==> src/rtl/burst_seq_pkg.sv <==
package burst_seq_pkg;

  localparam int BEAT_W = 2;

  typedef logic [BEAT_W-1:0] beat_t;

  typedef enum logic {
    ORD_LINEAR = 1'b0,
    ORD_INTLV  = 1'b1
  } order_e;

  // Low address bits for a given beat under the chosen order.
  function automatic beat_t map_low(input order_e ord, input beat_t start, input beat_t beat);
    beat_t res;
    if (ord == ORD_INTLV) begin
      res = start ^ beat;
    end else begin
      res = start + beat;
    end
    return res;
  endfunction

endpackage

==> src/rtl/bseq_rst_sync.sv <==
module bseq_rst_sync #(
  parameter int STAGES = 2
) (
  input  logic clk,
  input  logic rst_n_in,
  output logic rst_n_out
);

  logic [STAGES-1:0] sync_q;
  logic [STAGES-1:0] sync_d;

  generate
    if (STAGES == 1) begin : g_single
      assign sync_d = 1'b1;
    end else begin : g_chain
      assign sync_d = {sync_q[STAGES-2:0], 1'b1};
    end
  endgenerate

  always_ff @(posedge clk or negedge rst_n_in) begin
    if (!rst_n_in) begin
      sync_q <= '0;
    end else begin
      sync_q <= sync_d;
    end
  end

  assign rst_n_out = sync_q[STAGES-1];

endmodule

==> src/rtl/bseq_beat_ctr.sv <==
module bseq_beat_ctr
  import burst_seq_pkg::*;
(
  input  logic  clk,
  input  logic  rst_n,
  input  logic  clk_en,
  input  logic  load,
  output beat_t beat
);

  beat_t beat_q;
  beat_t beat_d;

  always_comb begin
    beat_d = beat_q;
    if (clk_en) begin
      if (load) begin
        beat_d = '0;
      end else begin
        beat_d = beat_q + beat_t'(1);
      end
    end
  end

  always_ff @(posedge clk or negedge rst_n) begin
    if (!rst_n) begin
      beat_q <= '0;
    end else begin
      beat_q <= beat_d;
    end
  end

  assign beat = beat_q;

endmodule

==> src/rtl/bseq_base_reg.sv <==
module bseq_base_reg #(
  parameter int ADDR_W = 20
) (
  input  logic              clk,
  input  logic              rst_n,
  input  logic              clk_en,
  input  logic              load,
  input  logic [ADDR_W-1:0] ext_addr,
  output logic [ADDR_W-1:0] base
);

  logic [ADDR_W-1:0] base_q;
  logic [ADDR_W-1:0] base_d;

  always_comb begin
    base_d = base_q;
    if (clk_en && load) begin
      base_d = ext_addr;
    end
  end

  always_ff @(posedge clk or negedge rst_n) begin
    if (!rst_n) begin
      base_q <= '0;
    end else begin
      base_q <= base_d;
    end
  end

  assign base = base_q;

endmodule

==> src/rtl/bseq_order_map.sv <==
module bseq_order_map
  import burst_seq_pkg::*;
#(
  parameter int ADDR_W = 20
) (
  input  logic              order_intlv,
  input  logic [ADDR_W-1:0] base,
  input  beat_t             beat,
  output logic [ADDR_W-1:0] word_addr
);

  order_e ord;
  assign ord = order_e'(order_intlv);

  assign word_addr[BEAT_W-1:0] = map_low(ord, base[BEAT_W-1:0], beat);

  generate
    if (ADDR_W > BEAT_W) begin : g_upper
      assign word_addr[ADDR_W-1:BEAT_W] = base[ADDR_W-1:BEAT_W];
    end
  endgenerate

endmodule

==> src/rtl/burst_addr_seq.sv <==
module burst_addr_seq
  import burst_seq_pkg::*;
#(
  parameter int ADDR_W      = 20,
  parameter int SYNC_STAGES = 2
) (
  input  logic              clk,
  input  logic              rst_n,
  input  logic              clk_en,
  input  logic              adv_ld,
  input  logic              order_intlv,
  input  logic [ADDR_W-1:0] ext_addr,
  output logic [ADDR_W-1:0] word_addr
);

  logic              rst_sync_n;
  logic              load;
  beat_t             beat_q;
  logic [ADDR_W-1:0] base_q;

  assign load = ~adv_ld;

  bseq_rst_sync #(.STAGES(SYNC_STAGES)) u_rst (
    .clk       (clk),
    .rst_n_in  (rst_n),
    .rst_n_out (rst_sync_n)
  );

  bseq_beat_ctr u_beat (
    .clk    (clk),
    .rst_n  (rst_sync_n),
    .clk_en (clk_en),
    .load   (load),
    .beat   (beat_q)
  );

  bseq_base_reg #(.ADDR_W(ADDR_W)) u_base (
    .clk      (clk),
    .rst_n    (rst_sync_n),
    .clk_en   (clk_en),
    .load     (load),
    .ext_addr (ext_addr),
    .base     (base_q)
  );

  bseq_order_map #(.ADDR_W(ADDR_W)) u_map (
    .order_intlv (order_intlv),
    .base        (base_q),
    .beat        (beat_q),
    .word_addr   (word_addr)
  );

endmodule

==> config.mk <==
export PLATFORM = sky130hd
export DESIGN_NAME = burst_addr_seq
export DESIGN_NICKNAME = d
export VERILOG_FILES = /design/src/rtl/burst_seq_pkg.sv /design/src/rtl/bseq_rst_sync.sv /design/src/rtl/bseq_beat_ctr.sv /design/src/rtl/bseq_base_reg.sv /design/src/rtl/bseq_order_map.sv /design/src/rtl/burst_addr_seq.sv
export SDC_FILE = /design/constraint.sdc
export NUM_CORES = 1
export LEC_CHECK = 0
export BUFFER_PORTS_ARGS = -buffer_cell sky130_fd_sc_hd__buf_2
export CORE_UTILIZATION = 51
export CTS_BUF_LIST = sky130_fd_sc_hd__clkbuf_16
export CTS_CLUSTER_DIAMETER = 100
export DETAILED_ROUTE_END_ITERATION = 10
export GPL_TIMING_DRIVEN = 0
export PLACE_DENSITY = 0.84
export SLEW_MARGIN = 15
export SYNTH_ARGS = -nofsm -noshare
export SYNTH_HDL_FRONTEND = slang
export SYNTH_HIERARCHICAL = 1
export SYNTH_SLANG_ARGS = --single-unit
export TNS_END_PERCENT = 20
==> constraint.sdc <==
create_clock -name clk -period 1.55 [get_ports clk]
set_clock_uncertainty 0.05 [all_clocks]
set_input_delay 0.155 -clock clk [delete_from_list [all_inputs] [get_ports clk]]
set_output_delay 0.155 -clock clk [all_outputs]
set_load 0.03 [all_outputs]
==> summary.md, run 1 <==
Clock tree synthesis selected as its root buffer the cell sky130_fd_sc_hd__clkbuf_16. Walking the worst path, the cells encountered are ha_2 > nor2b_4 > xnor2_1 > buf_4. By area the synthesized netlist is led by sky130_fd_sc_hd__dfrtp_1 (52%), sky130_fd_sc_hd__mux2_4 (26%), sky130_fd_sc_hd__buf_4 (12%). Transition time at the pin with the least slew margin: 856.4 ps. The initial utilization of the core area, before any placement, comes to 56.37%.

The depth of the critical timing path with buffers and inverters included works out to 4. The layer flagged by global routing as most heavily used is met2. After detailed routing, the number of remaining DRC violations is 0. The clock period minus final worst setup slack was 1472 ps.

Sequential-to-total area share from yosys stat: 52.17%. The path class of the tightest hold or removal check is input port to flip-flop. Hold timing on the final database bottoms out at a slack of 82.16 ps.

From bottom edge to top edge, the die measures 49.51 um. The first detailed-routing pass ran for 3 iterations. The number of register bits inferred by synthesis was 24. Global routing used 20.65% of the available met1 tracks. The count of buffers from port buffering was 44.

Setup repair after global routing left no endpoint under its margin. Endpoint of the worst register-to-register path: u_beat/beat[1]. After floorplanning, the core was sized to cover 2042 sq um. The distinct cell type count after synthesis is 14, and the number of maximum-capacitance violations is 0.

The tools report the largest net degree at the start of global routing as 23. Among cell families on the critical path, the largest total delay comes from flip-flops. For this block, the via count after detailed routing is 683. Synthesis produced a netlist whose cell count is 76.

Number of nets in the layout: 152. Among all stages on the critical path, the largest delay is contributed by sky130_fd_sc_hd__dfrtp_1. The tools report the top achievable clock speed as 0.6796 GHz. The logs give 24 for the total number of clock tree sinks and 102 for the net count after synthesis.

For the initial antenna violation count, the log shows 0. Power spread over the standard cell area amounts to 1294 nW/um^2. The tools report the met2 layer usage reported by global route as 33.56%. STA classifies the critical path endpoint as an output pin.

The detailed router finished its first iteration with 7 violations. The path type of the worst setup path is flip-flop to output pin. Once detail routing completed, the nets flagged for antenna violations numbered 0.

After clock tree synthesis, the clock-pin slew on the worst setup and hold paths is 60 ps. Tracing the worst setup path back leads to its startpoint at u_beat/beat[0]. Dividing the detail-routed wire length by the instance count gives 12.33 um. After detailed placement, the design holds a cell count of 147. The number of global-route vias before repair was 730; the share of post-route cells with drive strength above 1 was 72.80%. The total count of hold-check failures in the final report was 0; the cell area after synthesis was 1151 sq um.

After detailed routing, the total wire length is 1874 um. The number of antenna diodes in the final layout is 0. The number of synthesis warnings was 6. The tools report the critical path endpoint as word_addr[1]. The synthesized design devotes to its leading area cell type 52.17% of total area. After detailed routing, the number of vias per cell comes to 4.493. For this design the top-level I/O count stands at 45. The max-slew violation total from the final report is 0, and the width of the chip is 49.51 um. The worst register-to-register path begins at u_beat/beat[0].

At the worst endpoint, the required time is 1340 ps. For the worst-skew pair, the clock arrives at the later sink with an insertion delay of 250 ps. The synthesized area divided by synthesized cell count is 15.15 sq um, and the first-pass GRT wire length is 3305 um.

The data arrival time of the worst path came out at 1270 ps. In the finished design, the share of the clock period the worst path needs comes to 94.94%. After floorplanning, the core was divided into 16 placement rows. The final weighted congestion in routability-driven placement was 0.6736; the count of buffering cells on the critical path with inverters included was 1. Buffers inserted during clock tree synthesis total 3.

Summing internal, switching and leakage power gives 0.001949 W. Die footprint: 2451 sq um. The wire-length estimate of the detail-placed layout is 1388 um. For the non-filler instance count after layout, the log shows 152. The tools report the met3 capacity usage during global routing as 6.173%. For this run, the total global-route usage over all layers was measured as 18.63%.

The area growth from synthesis to layout is 30.87%. TritonCTS built the clock tree. The run finished with clean final reports. The number of cell instances on the worst register-to-register path came out at 2. Worst relative slew slack: 42.91%. The number of setup violations in the final report is 0, and the post-CTS setup buffer count is 0. The worst setup path is launched from a flip-flop. The setup slack on the worst flop-to-flop path is 500 ps.

The run gives 1 as the level count of the clock H-tree. In this run the deepest clock path goes through 2 buffers. The maximum fanout along the worst path was 4; the remaining global-route overflow was 0. Of all cell types, the one taking the most synthesized area is sky130_fd_sc_hd__dfrtp_1.

Summed over all cells, the static leakage comes to 0.8274 nW. The worst-case IR drop observed on VDD is 0.7591 mV. The total negative slack for setup checks is 0 ps. The longest individual stage delay on the worst path was 410 ps.
[cells in the final DEF (no fill, tap or decap), drive strengths merged, types with 2 or more instances in the layout]
cell type	Yosys	layout
mux2	21	21
clkbuf	0	3
nor2b	2	2
buf	20	64
xnor2	2	2
dfrtp	24	24
[cell type report]
cell class / count / area (sq um)
plain buffers: 20 / 157.7
clock buffers: 3 / 75.07
clock inverters: 1 / 3.754
fillers: 159 / 535.5
inverters: 1 / 3.754
multi-input cells: 31 / 399.1
flip-flops and latches: 24 / 600.6
well taps: 27 / 33.78
repair buffers: 45 / 232.7
[cells in the mapped netlist (all sizes together)]
library cell and instances:
and4bb 1, xnor2 2, mux2 21, nand2 1
ha 1, conb 1, inv 1, dfrtp 24
a211o 1, buf 20, nor2 1, nor2b 2
[sequential cells by signal, indices dropped and copies added (netlist names)]
name	count
u_rst/sync_q	2
u_beat/beat	2
u_base/base	20
[layer usage]
metal | part of all wire, % | vias up
met5 | 0 | -
met4 | 0.59 | 0
met3 | 5.1 | 2
met2 | 53 | 21
met1 | 41 | 329
li1 | - | 331
[report_power, final]
group          switching [W]  internal, W
Sequential         0.0000704     0.000718
Combinational       0.000299     0.000320
Clock               0.000198     0.000344
Total               0.000568      0.00138
[logic make-up after synthesis]
family / count (synthesis) / share of synthesized area [%]
fa+ha+maj: 1 / 1.087
mux: 21 / 27.07
flops: 24 / 52.17
compound gates: 1 / 0.7610
other cells: 1 / 0.3258
buf+inv: 21 / 14.02
simple gates: 5 / 3.043
xor+xnor: 2 / 1.522
[through the flow]
| stage | setup WS (ps) | utilization, % | area [sq um] |
|---|---|---|---|
| floorplan | 130.3 | - | 1151 |
| global placement | 320.4 | 68.81 | 1405 |
| detailed placement | 297.0 | 68.81 | 1405 |
| CTS | 20.58 | 73.16 | 1494 |
| global route | 16.37 | 73.77 | 1506 |
| finish | 78.48 | 73.77 | 1506 |
[how the worst min path moves through the flow]
stage	from	to	slack [ps]	cells after the start
6_report	ext_addr[12]	u_base/base[12]	80	2
5_1_grt	ext_addr[6]	u_base/base[6]	70	2
4_1_cts	ext_addr[12]	u_base/base[12]	80	2
3_5_place_dp	rst_n	u_rst/sync_q[1]	-110	1
3_3_place_gp	rst_n	u_rst/sync_q[0]	-110	1
2_1_floorplan	rst_n	u_rst/sync_q[0]	-190	0
[repair_timing]
action	in CTS	in global routing
hold buffers	1	0
endpoints found under the setup margin	0	1
resized for setup	0	5
hold endpoints to repair	2	0
Note: power is estimated with default switching activity, not from simulation.
==> run 2: changes to the inputs <==
ABC_AREA = 1   (was unset)
CORE_UTILIZATION = 50   (was 51)
PLACE_DENSITY = 0.83   (was 0.84)
==> run 2 against run 1 <==
Hold slack improved by 1.1 ps. Register-to-register slack improved by 120 ps. Worst setup slack got worse by 53 ps. Clock power increased by 1%. Cell count increased by 39%. Largest cell class unchanged.
==> summary.md, run 2 <==
The run gives 0.8816 nW (+6.6%) as the leakage power figure. The first-pass GRT wire length is 4202 um (+27%). Summed over all instances, the cell type with the most area after synthesis is sky130_fd_sc_hd__dfrtp_1.

The level count of the clock H-tree was 1 (unchanged); the global routing met1 resource utilization was 26.63% (+6.0 points). The max-slew violation total from the final report is 0 (unchanged), and the total number of vias is 1003 (+47%). In this run the worst hold path is classified as input port to flip-flop. Setup repair after global routing could not meet its margin everywhere. The area used by sequential logic in the layout is 600.6 sq um (unchanged).

The proportion of register bits with asynchronous set or reset after synthesis works out to 100.0% (unchanged). By count the netlist is led by sky130_fd_sc_hd__nand2_1 (51), sky130_fd_sc_hd__dfrtp_1 (24), sky130_fd_sc_hd__nand3_1 (23), sky130_fd_sc_hd__buf_4 (18). The number of cell instances on the worst register-to-register path was 0 (-2); the worst-case clock buffer depth was 2 (unchanged). Share of post-route cells with drive strength above 1: 40.22% (-33 points). The area share of the leading cell type in the synthesized netlist is 53.10% (+0.92 points). The total number of clock tree sinks is 24 (unchanged), and the die footprint is 2456 sq um (+0.20%).

The setup slack on the worst flop-to-flop path came out at 620 ps (+120 ps). After global routing, the most crowded layer is met2. The number of maximum-capacitance violations is 0 (unchanged), and the initial antenna violation count is 0 (unchanged).

The total count of hold-check failures in the final report is 0 (unchanged), and the net switching power is 0.0005542 W (-2.4%). The clock period minus final worst setup slack was 1525 ps (+53.48 ps). The power density of the placed cells came out at 1215 nW/um^2 (-6.1%). The tools report the remaining global-route overflow as 0 (unchanged). The worst setup path is captured at an output pin. Placement row count: 16 (unchanged). Path type of the worst setup path: flip-flop to output pin. The switching share of total power came out at 30.71% (+1.6 points). Footprint of the multi-input gates: 347.8 sq um (-13%). The tools report the post-CTS setup buffer count as 0 (unchanged). The core footprint was 2042 sq um (unchanged); the count of antenna-violating nets left after detailed routing was 0 (unchanged). Width of the chip: 49.56 um (+0.10%). Maximum fanout along the worst path: 5 (+1).

The total power after layout was 0.001805 W (-7.4%); the DRC violations left was 0 (unchanged). Tracing the worst setup path back leads to its startpoint at u_beat/beat[0]. Cell count after synthesis: 135 (+78%). For the starting utilization of the core area, the log shows 55.39% (-0.98 points). The post-route worst hold slack is 83.31 ps (+1.148 ps).

The filler cell count was 175 (+10%). TritonCTS built the clock tree. The commonest non-fill, non-tap cell in the layout was sky130_fd_sc_hd__nand2_1.

The sequential-to-total area share from yosys stat was 53.10% (+0.92 points). The run gives 22.69% (+4.1 points) as the total routing usage reported by global routing. The count of buffers from port buffering was 44 (unchanged). By area the synthesized netlist is led by sky130_fd_sc_hd__dfrtp_1 (53%), sky130_fd_sc_hd__nand2_1 (17%), sky130_fd_sc_hd__buf_4 (12%).

The number of nets in the layout is 211 (+39%). The worst vdd rail ir drop was 0.7770 mV (+2.4%); the top achievable clock speed was 0.6557 GHz (-3.5%). The sequential fraction of design power is 42.3% (+1.8 points), and the flip-flop count of the largest register after layout is 20 (unchanged).

The logs give 23 (unchanged) for the largest net degree at the start of global routing and 45 (unchanged) for the count of pins on the block boundary. The total inserted antenna cells is 0 (unchanged). The required arrival time at the worst endpoint was 1340 ps (about the same).

The flow ran to the end, and the final reports show no timing, DRC or antenna violations. The worst relative slew slack was 42.95% (+0.045 points). Clock tree synthesis selected as its root buffer the cell sky130_fd_sc_hd__clkbuf_16. On the critical path, the stage with the largest delay is an instance of sky130_fd_sc_hd__dfrtp_1. Net count after synthesis: 161 (+58%). The combinational share of power came out at 27.3% (-4.4 points). Traced cell by cell, the critical path runs through ha_2 > inv_2 > nor2_2 > nand3_1 > nand2_1 > inv_1 > buf_6. In this run the most critical hold path is launched from ext_addr[5].

The data arrival time of the worst path was 1320 ps (+50 ps). The number of global-route vias before repair was 1017 (+39%); the average via count per standard cell was 4.754 (+5.8%). The number of setup violations in the final report was 0 (unchanged). The longest individual stage delay on the worst path was 410 ps (about the same). The clock transition at the registers of the reported paths was 60 ps (about the same); the final critical-path share of the clock period was 98.39% (+3.5 points). The number of synthesized flops with an enable pin is 0 (unchanged), and the number of design-rule violations left by the first detailed-router iteration is 20 (+13). The area of all placed cells without fillers was 1485 sq um (-1.4%); the layout-stage area growth over the synthesis result was 31.30%. For this run, the leading register cell type out of synthesis is sky130_fd_sc_hd__dfrtp_1. Met3 capacity usage during global routing: 3.086% (-3.1 points). The synthesized area divided by synthesized cell count was 8.378 sq um (-45%); the internal power was 0.001251 W (-9.5%).

The launching element type of the critical path was a flip-flop. In the layout the commonest cells are sky130_fd_sc_hd__nand2_1 (51), sky130_fd_sc_hd__buf_2 (49), sky130_fd_sc_hd__dfrtp_1 (24), sky130_fd_sc_hd__nand3_1 (23), sky130_fd_sc_hd__buf_4 (18). For the number of synthesis warnings, the log shows 6 (unchanged). The routed wire length was 2416 um (+29%). Most repeated cell in the gate-level netlist after synthesis: sky130_fd_sc_hd__nand2_1.

The run gives 1131 sq um (-1.7%) as the cell area after synthesis. The post-detailed-placement cell area was 1385 sq um (-1.4%). The final weighted congestion in routability-driven placement is 0.7397 (+9.8%).

The clock latency at the later pin of the worst-skew pair came out at 250 ps (about the same). The first-pass detailed-route iteration total came out at 4 (+1). The tools report the half-perimeter wire length after placement as 1719 um (+24%). The transition time at the pin with the least slew margin was 855.7 ps (-0.6793 ps); the average wire per standard cell was 11.45 um (-7.1%). The instance count along the most critical hold path was 3 (+1); the number of clock buffers inserted by TritonCTS was 3 (unchanged). The power share of the clock group was 30.4% (+2.6 points). The number of register bits inferred by synthesis came out at 24 (unchanged). The worst register-to-register path begins at u_rst/sync_q[1].

The tools report the distinct cell type count after synthesis as 10 (-4). The met2 layer usage reported by global route is 39.86% (+6.3 points). The height of the chip works out to 49.56 um (+0.10%).
-- run 2: changes by cell type in the layout (fill, tap and decap cells not counted), sizes merged, moves of 2 or more --
cell / previous run / this run
nand2: 1 / 51
inv: 1 / 6
mux2: 21 / 0
buf: 64 / 68
xnor2: 2 / 0
nor2: 1 / 4
nor2b: 2 / 0
nand3: 0 / 23
-- run 2: power by group through the flow --
stage	combinational [W]	clock, W	sequential, W
finish	0.000493	0.000549	0.000763
global route	0.000537	0.000581	0.000774
CTS	0.000487	0.000557	0.000764
detailed placement	0.000477	0	0.000773
global placement	0.000464	0	0.000768
floorplan	0.000360	0	0.000758
-- run 2: layer usage --
metal  wire length [um]  vias up
met3                 98        6
li1                   -      500
met1                951      460
met2               1327       37
met5                  0        -
met4                 39        0
-- run 2: cells by family (layout without fill, tap and decap cells) --
| logic type | after synthesis | count (layout) | share of synthesized area [%] |
|---|---|---|---|
| simple gates | 78 | 78 | 28.43 |
| buf+inv | 30 | 79 | 16.59 |
| flops | 24 | 24 | 53.10 |
| fa+ha+maj | 1 | 1 | 1.106 |
| other cells | 1 | 1 | 0.3315 |
| compound gates | 1 | 1 | 0.4421 |
-- run 2: worst max-delay path, delay by kind of cell, from the launching register on --
family | cells | cell delay (ps)
and+or+nand+nor | 3 | 240
adders and majority gates | 1 | 210
DFF | 1 | 410
buffers and inverters | 3 | 210
-- run 2: final timing paths --
| kind | end |
|---|---|
| max | word_addr[1] |
| min | u_base/base[5] |
| max reg2reg | u_base/base[18] |
| min reg2reg | u_base/base[8] |
| max in group asynchronous | u_base/base[18] |
| min in group asynchronous | u_rst/sync_q[0] |
-- run 2: layout make-up --
cell class	instances	area share, %
Clock buffer	3	5.055
Clock inverter	1	0.2527
Tap cell	27	2.275
Multi-Input combinational cell	81	23.42
Buffer	24	11.12
Inverter	6	1.516
Timing Repair Buffer	45	15.92
Sequential cell	24	40.44
-- run 2: through the flow --
step                      setup slack, ps  util (%)  cells  setup TNS [ps]
final                               25.00     72.73    211               0
after global routing               -41.99     72.73    211          -41.99
after CTS                           21.85     72.30    211               0
after detailed placement            273.3     67.83    206               0
after global placement              334.1     67.83    206               0
after floorplan                     377.8         -    135               0
-- run 2: repair_timing --
action,CTS,global route
hold endpoints to repair,2,0
resized for setup,1,4
pin swaps,0,4
hold buffers,1,0
endpoints found under the setup margin,1,1
